<file path="src/rtl/rxa_pkg.sv">
package rxa_pkg;

    localparam int XLEN  = 32;
    localparam int IMMW  = 16;
    localparam int SHW   = $clog2(XLEN);
    localparam int OPW   = 4;
    localparam int MSB   = XLEN - 1;

    typedef enum logic [OPW-1:0] {
        OP_ADD  = 4'd0,
        OP_ADDU = 4'd1,
        OP_SUB  = 4'd2,
        OP_SUBU = 4'd3,
        OP_AND  = 4'd4,
        OP_OR   = 4'd5,
        OP_SLL  = 4'd6,
        OP_SRL  = 4'd7,
        OP_SLT  = 4'd8,
        OP_SLTU = 4'd9,
        OP_LUI  = 4'd10
    } alu_op_e;

    typedef struct packed {
        logic [XLEN-1:0] a;
        logic [XLEN-1:0] b;
        logic            sub;
    } addsub_req_t;

    typedef struct packed {
        logic [XLEN-1:0] sum;
        logic            ovf;
        logic            lt_s;
        logic            lt_u;
    } addsub_rsp_t;

    typedef struct packed {
        logic [XLEN-1:0] result;
        logic            zero;
        logic            ovf;
    } exec_out_t;

    // Operations that run the adder in subtract mode.
    function automatic logic op_uses_sub(alu_op_e op);
        return (op == OP_SUB) || (op == OP_SUBU) ||
               (op == OP_SLT) || (op == OP_SLTU);
    endfunction

    // Bitwise immediates are zero-extended; everything else sign-extends.
    function automatic logic op_zero_ext(alu_op_e op);
        return (op == OP_AND) || (op == OP_OR);
    endfunction

    // Only the signed add and subtract report overflow.
    function automatic logic op_flags_ovf(alu_op_e op);
        return (op == OP_ADD) || (op == OP_SUB);
    endfunction

endpackage

</file>
<file path="src/rtl/rxa_operand_sel.sv">
module rxa_operand_sel
    import rxa_pkg::*;
(
    input  alu_op_e         op,
    input  logic            use_imm,
    input  logic [XLEN-1:0] reg_b,
    input  logic [IMMW-1:0] imm,
    output logic [XLEN-1:0] opnd_b
);
    localparam int EXTW = XLEN - IMMW;

    logic [XLEN-1:0] imm_ext;

    always_comb begin
        if (op_zero_ext(op)) begin
            imm_ext = {{EXTW{1'b0}}, imm};
        end else begin
            imm_ext = {{EXTW{imm[IMMW-1]}}, imm};
        end
        opnd_b = use_imm ? imm_ext : reg_b;
    end

endmodule

</file>
<file path="src/rtl/rxa_addsub.sv">
module rxa_addsub
    import rxa_pkg::*;
(
    input  addsub_req_t req,
    output addsub_rsp_t rsp
);
    logic [XLEN-1:0] b_eff;
    logic [XLEN:0]   wide;

    always_comb begin
        b_eff    = req.b ^ {XLEN{req.sub}};
        wide     = {1'b0, req.a} + {1'b0, b_eff} + {{XLEN{1'b0}}, req.sub};
        rsp.sum  = wide[XLEN-1:0];
        // Same effective sign in, different sign out.
        rsp.ovf  = (req.a[MSB] == b_eff[MSB]) && (rsp.sum[MSB] != req.a[MSB]);
        // Valid in subtract mode only.
        rsp.lt_s = rsp.sum[MSB] ^ rsp.ovf;
        rsp.lt_u = ~wide[XLEN];
    end

endmodule

</file>
<file path="src/rtl/rxa_shifter.sv">
module rxa_shifter
    import rxa_pkg::*;
(
    input  logic [XLEN-1:0] din,
    input  logic [SHW-1:0]  amt,
    output logic [XLEN-1:0] shl,
    output logic [XLEN-1:0] shr
);
    logic [XLEN-1:0] lstg [SHW+1];
    logic [XLEN-1:0] rstg [SHW+1];

    assign lstg[0] = din;
    assign rstg[0] = din;

    genvar s;
    generate
        for (s = 0; s < SHW; s++) begin : g_stage
            localparam int DIST = 1 << s;
            assign lstg[s+1] = amt[s] ? {lstg[s][XLEN-1-DIST:0], {DIST{1'b0}}} : lstg[s];
            assign rstg[s+1] = amt[s] ? {{DIST{1'b0}}, rstg[s][XLEN-1:DIST]} : rstg[s];
        end
    endgenerate

    assign shl = lstg[SHW];
    assign shr = rstg[SHW];

endmodule

</file>
<file path="src/rtl/risc_exec_alu.sv">
module risc_exec_alu
    import rxa_pkg::*;
(
    input  logic            clk,
    input  logic            rst,
    input  logic [3:0]      op_i,
    input  logic            use_imm_i,
    input  logic [31:0]     src_a_i,
    input  logic [31:0]     src_b_i,
    input  logic [4:0]      shamt_i,
    input  logic [15:0]     imm_i,
    output logic [31:0]     result_o,
    output logic            zero_o,
    output logic            ovf_o
);
    localparam int LOW = XLEN - IMMW;

    alu_op_e         op;
    logic [XLEN-1:0] opnd_b;
    addsub_req_t     as_req;
    addsub_rsp_t     as_rsp;
    logic [XLEN-1:0] sh_left;
    logic [XLEN-1:0] sh_right;
    exec_out_t       nxt;
    exec_out_t       q;

    assign op = alu_op_e'(op_i);

    rxa_operand_sel u_opsel (
        .op      (op),
        .use_imm (use_imm_i),
        .reg_b   (src_b_i),
        .imm     (imm_i),
        .opnd_b  (opnd_b)
    );

    always_comb begin
        as_req.a   = src_a_i;
        as_req.b   = opnd_b;
        as_req.sub = op_uses_sub(op);
    end

    rxa_addsub u_addsub (
        .req (as_req),
        .rsp (as_rsp)
    );

    rxa_shifter u_shift (
        .din (src_a_i),
        .amt (shamt_i),
        .shl (sh_left),
        .shr (sh_right)
    );

    always_comb begin
        unique case (op)
            OP_ADD, OP_ADDU,
            OP_SUB, OP_SUBU: nxt.result = as_rsp.sum;
            OP_AND:          nxt.result = src_a_i & opnd_b;
            OP_OR:           nxt.result = src_a_i | opnd_b;
            OP_SLL:          nxt.result = sh_left;
            OP_SRL:          nxt.result = sh_right;
            OP_SLT:          nxt.result = {{(XLEN-1){1'b0}}, as_rsp.lt_s};
            OP_SLTU:         nxt.result = {{(XLEN-1){1'b0}}, as_rsp.lt_u};
            OP_LUI:          nxt.result = {imm_i, {LOW{1'b0}}};
            default:         nxt.result = '0;
        endcase
        nxt.ovf  = op_flags_ovf(op) & as_rsp.ovf;
        nxt.zero = (nxt.result == '0);
    end

    always_ff @(posedge clk) begin
        if (rst) begin
            q.result <= '0;
            q.zero   <= 1'b1;
            q.ovf    <= 1'b0;
        end else begin
            q <= nxt;
        end
    end

    assign result_o = q.result;
    assign zero_o   = q.zero;
    assign ovf_o    = q.ovf;

endmodule

</file>
<file path="config.mk">
export PLATFORM = sky130hd
export DESIGN_NAME = risc_exec_alu
export DESIGN_NICKNAME = d
export VERILOG_FILES = /design/src/rtl/rxa_pkg.sv /design/src/rtl/rxa_operand_sel.sv /design/src/rtl/rxa_addsub.sv /design/src/rtl/rxa_shifter.sv /design/src/rtl/risc_exec_alu.sv
export SDC_FILE = /design/constraint.sdc
export NUM_CORES = 1
export LEC_CHECK = 0
export CAP_MARGIN = 20
export CORE_UTILIZATION = 49
export CTS_BUF_LIST = sky130_fd_sc_hd__clkbuf_8
export DETAILED_ROUTE_END_ITERATION = 8
export PLACE_DENSITY_LB_ADDON = 0.12
export SLEW_MARGIN = 10
export SYNTH_ARGS = -nofsm -noshare
export SYNTH_HDL_FRONTEND = slang
export SYNTH_SLANG_ARGS = --single-unit
</file>
<file path="constraint.sdc">
create_clock -name clk -period 16.9 [get_ports clk]
set_input_delay 3.38 -clock clk [delete_from_list [all_inputs] [get_ports clk]]
set_output_delay 3.38 -clock clk [all_outputs]
set_load 0.1 [all_outputs]
</file>
* Yosys cells after proc, flatten, opt, wreduce, memory -nomap -nowiden
Index checks and enable logic that the tools add are counted.
** Operators by class
- Add/subtract/negate cells :: 2
- Bitwise gates (word level) :: 6
- Muxes and demuxes :: 13
- Shift operators :: 0
- Equal/unequal tests :: 12
- $lt $le $gt $ge :: 0
- Div/mod/pow operators :: 0
- Reduce and logical (&&, ||, !) cells :: 9
- $mul :: 0
** Operators with widths (number)
- 32-bit 2-to-1 mux :: 12
- 32-bit case mux with 8 select lines :: 1
- 32-bit by 32-bit adder with 33-bit output :: 1
- 33-bit by 1-bit adder with 33-bit output :: 1
- 32-bit AND :: 1
- 32-bit zero test :: 1
- 32-bit bitwise OR :: 1
- 32-bit XOR :: 1
- 4-bit by 3-bit == test with 1-bit output, second input constant :: 4
- 4-bit == test, second input constant :: 3
- 4-bit by 2-bit == test with 1-bit output, second input constant :: 2
- 1-bit logical OR :: 5
- 4-bit by 1-bit == test with 1-bit output, second input constant :: 1
- 4-bit zero test :: 1
- 4-bit OR reduction :: 1
- 1-bit AND :: 1
- 1-bit == test :: 1
- 1-bit logical AND :: 1
- 1-bit inequality test :: 1
- 1-bit inverter :: 1
- 1-bit XOR :: 1
** Storage, ports and cells
- Bits in latches :: 0
- Bits of input ports :: 92
- Word-level logic and storage cells :: 45
- Output and inout port bits :: 34
- ROM bits :: 0
- Memories kept :: 0
- Memory bits (writable) :: 0
- Bits in registers :: 34

* Longest topological paths before layout
- Depth after elaboration :: 12
- Mapped depth :: 23
- Gate-level depth less buffers :: 17

* Modules after synthesis
Synthesis repeated with hierarchy kept, for this count alone.
** Second synthesis, totals
- Cells, all modules :: 1167
- Area total of the unflattened synthesis :: 9273.9 um2
** Modules (own cells, without submodules)
- rxa_shifter :: times used 1, sequential area each 0.0 um2, area each 4209.0 um2, cells each 499
- risc_exec_alu :: times used 1, sequential area each 680.7 um2, area each 2421.1 um2, cells each 303
- rxa_addsub :: times used 1, sequential area each 0.0 um2, area each 2167.1 um2, cells each 307
- rxa_operand_sel :: times used 1, sequential area each 0.0 um2, area each 476.7 um2, cells each 58

* Worst setup path before layout
Ideal clock, no wire load.
- Path kind :: in2reg
- Start point :: input op_i[2]
- End point :: register q, in the netlist zero_o
- Stages :: 21
- Setup slack :: 9.225 ns
- Required time :: 16.831 ns
- Library setup time :: 0.069 ns
- Data arrival time :: 7.606 ns
- Path buffers :: 5
- Path through :: clkbuf_1 nor2b_1 nand2b_1 clkbuf_1 clkbuf_1 buf_1 nand2_1 nand2_1 clkbuf_1 o21ai_0 xnor2_1 ha_1 a21oi_1 or4b_2 a31oi_1 o21ai_0 mux2_2 nor4bb_1 nor4bb_1 nand4_1 o21ai_1
** Between the ends
- Word-level cells in the longest chain between the ends :: 12
- Elaborated cells on any way between the ends :: 30
- Classes of those cells :: add/sub (2); eq/ne (12); mux (3); bitwise (5); reduce/logical (8)
** RTL lines
- start, declared :: line risc_exec_alu.sv:6 : input logic [3:0] op_i,
- 4-bit by 3-bit == test with 1-bit output / 4-bit by 2-bit == test with 1-bit output (equally long branches) :: line rxa_pkg.sv:50, risc_exec_alu.sv:56, rxa_pkg.sv:44
- 1-bit logical OR, on equally long branches :: line rxa_pkg.sv:50, rxa_pkg.sv:44
- 32-bit 2-to-1 mux / 1-bit logical OR (equally long branches) :: line rxa_operand_sel.sv:15, rxa_pkg.sv:44
- 32-bit 2-to-1 mux / 1-bit logical OR (equally long branches) :: line rxa_operand_sel.sv:20, rxa_pkg.sv:45
- 32-bit XOR :: line rxa_addsub.sv:11 : b_eff = req.b ^ {XLEN{req.sub}};
- 32-bit by 32-bit adder with 33-bit output :: line rxa_addsub.sv:12 : wide = {1'b0, req.a} + {1'b0, b_eff} + {{XLEN{1'b0}}, req.sub};
- 33-bit by 1-bit adder with 33-bit output :: line rxa_addsub.sv:12
- 1-bit inequality test :: line rxa_addsub.sv:15 : rsp.ovf = (req.a[MSB] == b_eff[MSB]) && (rsp.sum[MSB] != req.a[MSB]);
- 1-bit logical AND :: line rxa_addsub.sv:15
- 1-bit XOR :: line rxa_addsub.sv:17 : rsp.lt_s = rsp.sum[MSB] ^ rsp.ovf;
- 32-bit case mux with 8 select lines (*) :: line risc_exec_alu.sv:56 : unique case (op)
- 32-bit zero test (*) :: line risc_exec_alu.sv:69 : nxt.zero = (nxt.result == '0);
- end signal, assigned :: line risc_exec_alu.sv:78 : q <= nxt;
- end, declared :: line risc_exec_alu.sv:25 : exec_out_t q;
Every way passes the cells marked *; elsewhere a longest branch is shown, timed or not.
A chain may end at the register's enable or synchronous reset.

* Worst setup path in the final report
Ends and elaborated chain as after synthesis.

==> impl_metrics.tcl <==
set metrics [dict create \
    syn_avg_cell_area_um2 7.25 \
    drive_gt1_share_pct 10.3 \
    maxSlewHeadroom_pct 18.8 \
    crit_fanout 25 \
    rsz0062_at_grt "no" \
    fin_crit_ns 8.41 \
    synth_top_area_share_pct 9.68 \
    netlist_instances 1219 \
    cp.required_ns 17.14 \
    wl_um 40900 \
    critPathLaunch "op_i[2]" \
    setup_slack_ns 8.49 \
    htreeDepth 2 \
    drtIter0Drc 1432 \
    cts_tree "done" \
    final.setup.tns_ns 0 \
    place_area_mm2 0.0100 \
    synth_flop_cell "dfxtp_1" \
    status "finished, final reports clean" \
    start_util_pct 50.6 \
    finalHoldViolations 0 \
    wl_per_cell_um 27.5 \
    dpl.cell_count 1479 \
    placement.io_buffers 125 \
    synth_area_leaders "mux4_2 (9.7%), dfxtp_1 (7.7%), mux2i_1 (7.2%)" \
    ir_drop_v 0.0000853 \
    fin_crit_sh_pct 49.8 \
    synth_warnings 0 \
    cts-buffers-inserted 5 \
    hp-class "in2reg" \
    grt_max_degree 82 \
    cts.sinks 34 \
    p_per_area_mw_per_mm2 65.4 \
    fin_util_pct 58.2 \
    maxSlewViolCount 0 \
    hold_buffers 0 \
    cts.path.max_buffers 2 \
    final_nets 1388 \
    fin_cells 1489 \
    yosysMostFrequentCell "nand2_1" \
    cts-resized-gates 0 \
    die_w_um 136 \
    grt_usage_pct 43.7 \
    ioPinCount 126 \
    drc 0 \
    via_per_inst 7.18 \
    drtAntennaViolNets 0 \
    rows 48 \
    postCtsSetupBuffers 0 \
    yosysTopAreaCell "mux4_2" \
    antenna_found_initial 1 \
    maxCapViolations 0 \
    yosysUniqueCellTypes 85 \
    synth_edf_count 0 \
    critPathCaptureType "flip-flop" \
    synth_nets 1345 \
    holdCritStartpoint "rst" \
    design_area_mm2 0.0102 \
    core-area_mm2 0.0175 \
    path_class "in2reg" \
    gp_congestion 1.08 \
    async_flop_share_pct 0 \
    fmax_mhz 119 \
    yosysSeqAreaShare_pct 7.70 \
    synth_area_mm2 0.00884 \
    dp_hpwl_um 31700 \
    netlist_top_cells_count "nand2_1 (124), nor2_1 (114), a21oi_1 (93)" \
    vias 10700 \
    die_area_mm2 0.0186 \
    overflow 0 \
    dp_slack_ns 8.34 \
    tightest_slew_ns 1.19 \
    drtPass1Iterations 6 \
    cts-root-buf "clkbuf_8" \
    grt_pass1_wl_um 60100 \
    critPathLaunchType "primary input" \
    area_growth_syn_to_layout_pct 15.1 \
    die_y_um 136 \
    clk_pin_slew_ns 0.08 \
    setup_viol 0 \
    leakagePower_nw 3.78 \
    cp.arrival_ns 8.64 \
    grt_pass1_vias 9425 \
    synth-seq-cells 34 \
]
[final cells by class]
cell class | count | area (µm²)
Tap cell | 225 | 282
Multi-Input combinational cell | 1046 | 7570
Clock buffer | 5 | 68.8
Timing Repair Buffer | 144 | 1380
Antenna cell | 1 | 2.50
Inverter | 31 | 116
Sequential cell | 34 | 681
Fill cell | 1712 | 7310
Clock inverter | 3 | 68.8
[cells in the final DEF (no fill, tap or decap), types with 22 or more instances in the layout]
| cell | count |
|---|---|
| nand2_1 | 124 |
| ha_1 | 33 |
| mux2_2 | 35 |
| o21ai_0 | 83 |
| inv_1 | 30 |
| mux2i_1 | 64 |
| dfxtp_1 | 34 |
| nor3_1 | 32 |
| a31oi_1 | 22 |
| a21oi_1 | 93 |
| mux4_2 | 38 |
| nand3_1 | 29 |
| nor2b_1 | 23 |
| nor2_1 | 113 |
| clkdlybuf4s50_1 | 120 |
| xnor2_1 | 35 |
[worst max-delay path, cell delays in order]
cell and delay, ns:
clkdlybuf4s50_1 0.61, nor2b_1 0.26, nand2b_1 0.72, nand2_1 0.11, nand2_1 0.33, o21ai_0 0.18, xnor2_1 0.17, ha_1 0.39
a21oi_1 0.27, or4b_2 0.62, a31oi_1 0.18, o21ai_0 0.17, mux2_2 0.33, nor4bb_1 0.27, nor4bb_1 0.36, nand4_1 0.14
o21ai_1 0.13
[where the power goes]
group / switching (W) / internal [W] / leakage, nW
registers: 0.00000186 / 0.0000884 / 0.279
clock network: 0.0000315 / 0.0000591 / 0.0683
logic: 0.000316 / 0.000167 / 3.44
total: 0.000350 / 0.000315 / 3.78
[layer usage]
| layer | up-vias | GRT usage [%] | part of all wire (%) |
|---|---|---|---|
| met5 | - | 0 | 0 |
| met4 | 0 | 23.5 | 6.1 |
| met3 | 145 | 6.19 | 11 |
| met2 | 774 | 66.6 | 43 |
| met1 | 5075 | 59.1 | 40 |
| li1 | 4701 | - | - |
[final timing paths]
| kind | slack, ns | cells past startpoint | endpoint |
|---|---|---|---|
| worst max-delay path | 8.49 | 17 | zero_o |
| worst min-delay path | 3.85 | 3 | result_o[31] |
[logic make-up after synthesis]
family / after synthesis / synth area share [%]
simple gates: 442 / 24.3
compound gates: 369 / 27.7
mux: 143 / 22.7
buf+inv: 139 / 6.81
fa+ha+maj: 49 / 6.60
xor+xnor: 43 / 4.26
flops: 34 / 7.70
[state kept, by name (all words and copies together) (netlist names)]
| name | count |
|---|---|
| zero_o | 1 |
| result_o | 32 |
| ovf_o | 1 |
[per-stage QoR]
| step | power, W | hold slack (ns) |
|---|---|---|
| 2_1_floorplan | 0.000422 | 3.64 |
| 3_3_place_gp | 0.000557 | 4.15 |
| 3_5_place_dp | 0.000559 | 4.16 |
| 4_1_cts | 0.000651 | 3.85 |
| 5_1_grt | 0.000696 | 3.86 |
| 6_report | 0.000665 | 3.85 |
Power figures use the tool's default switching activity.
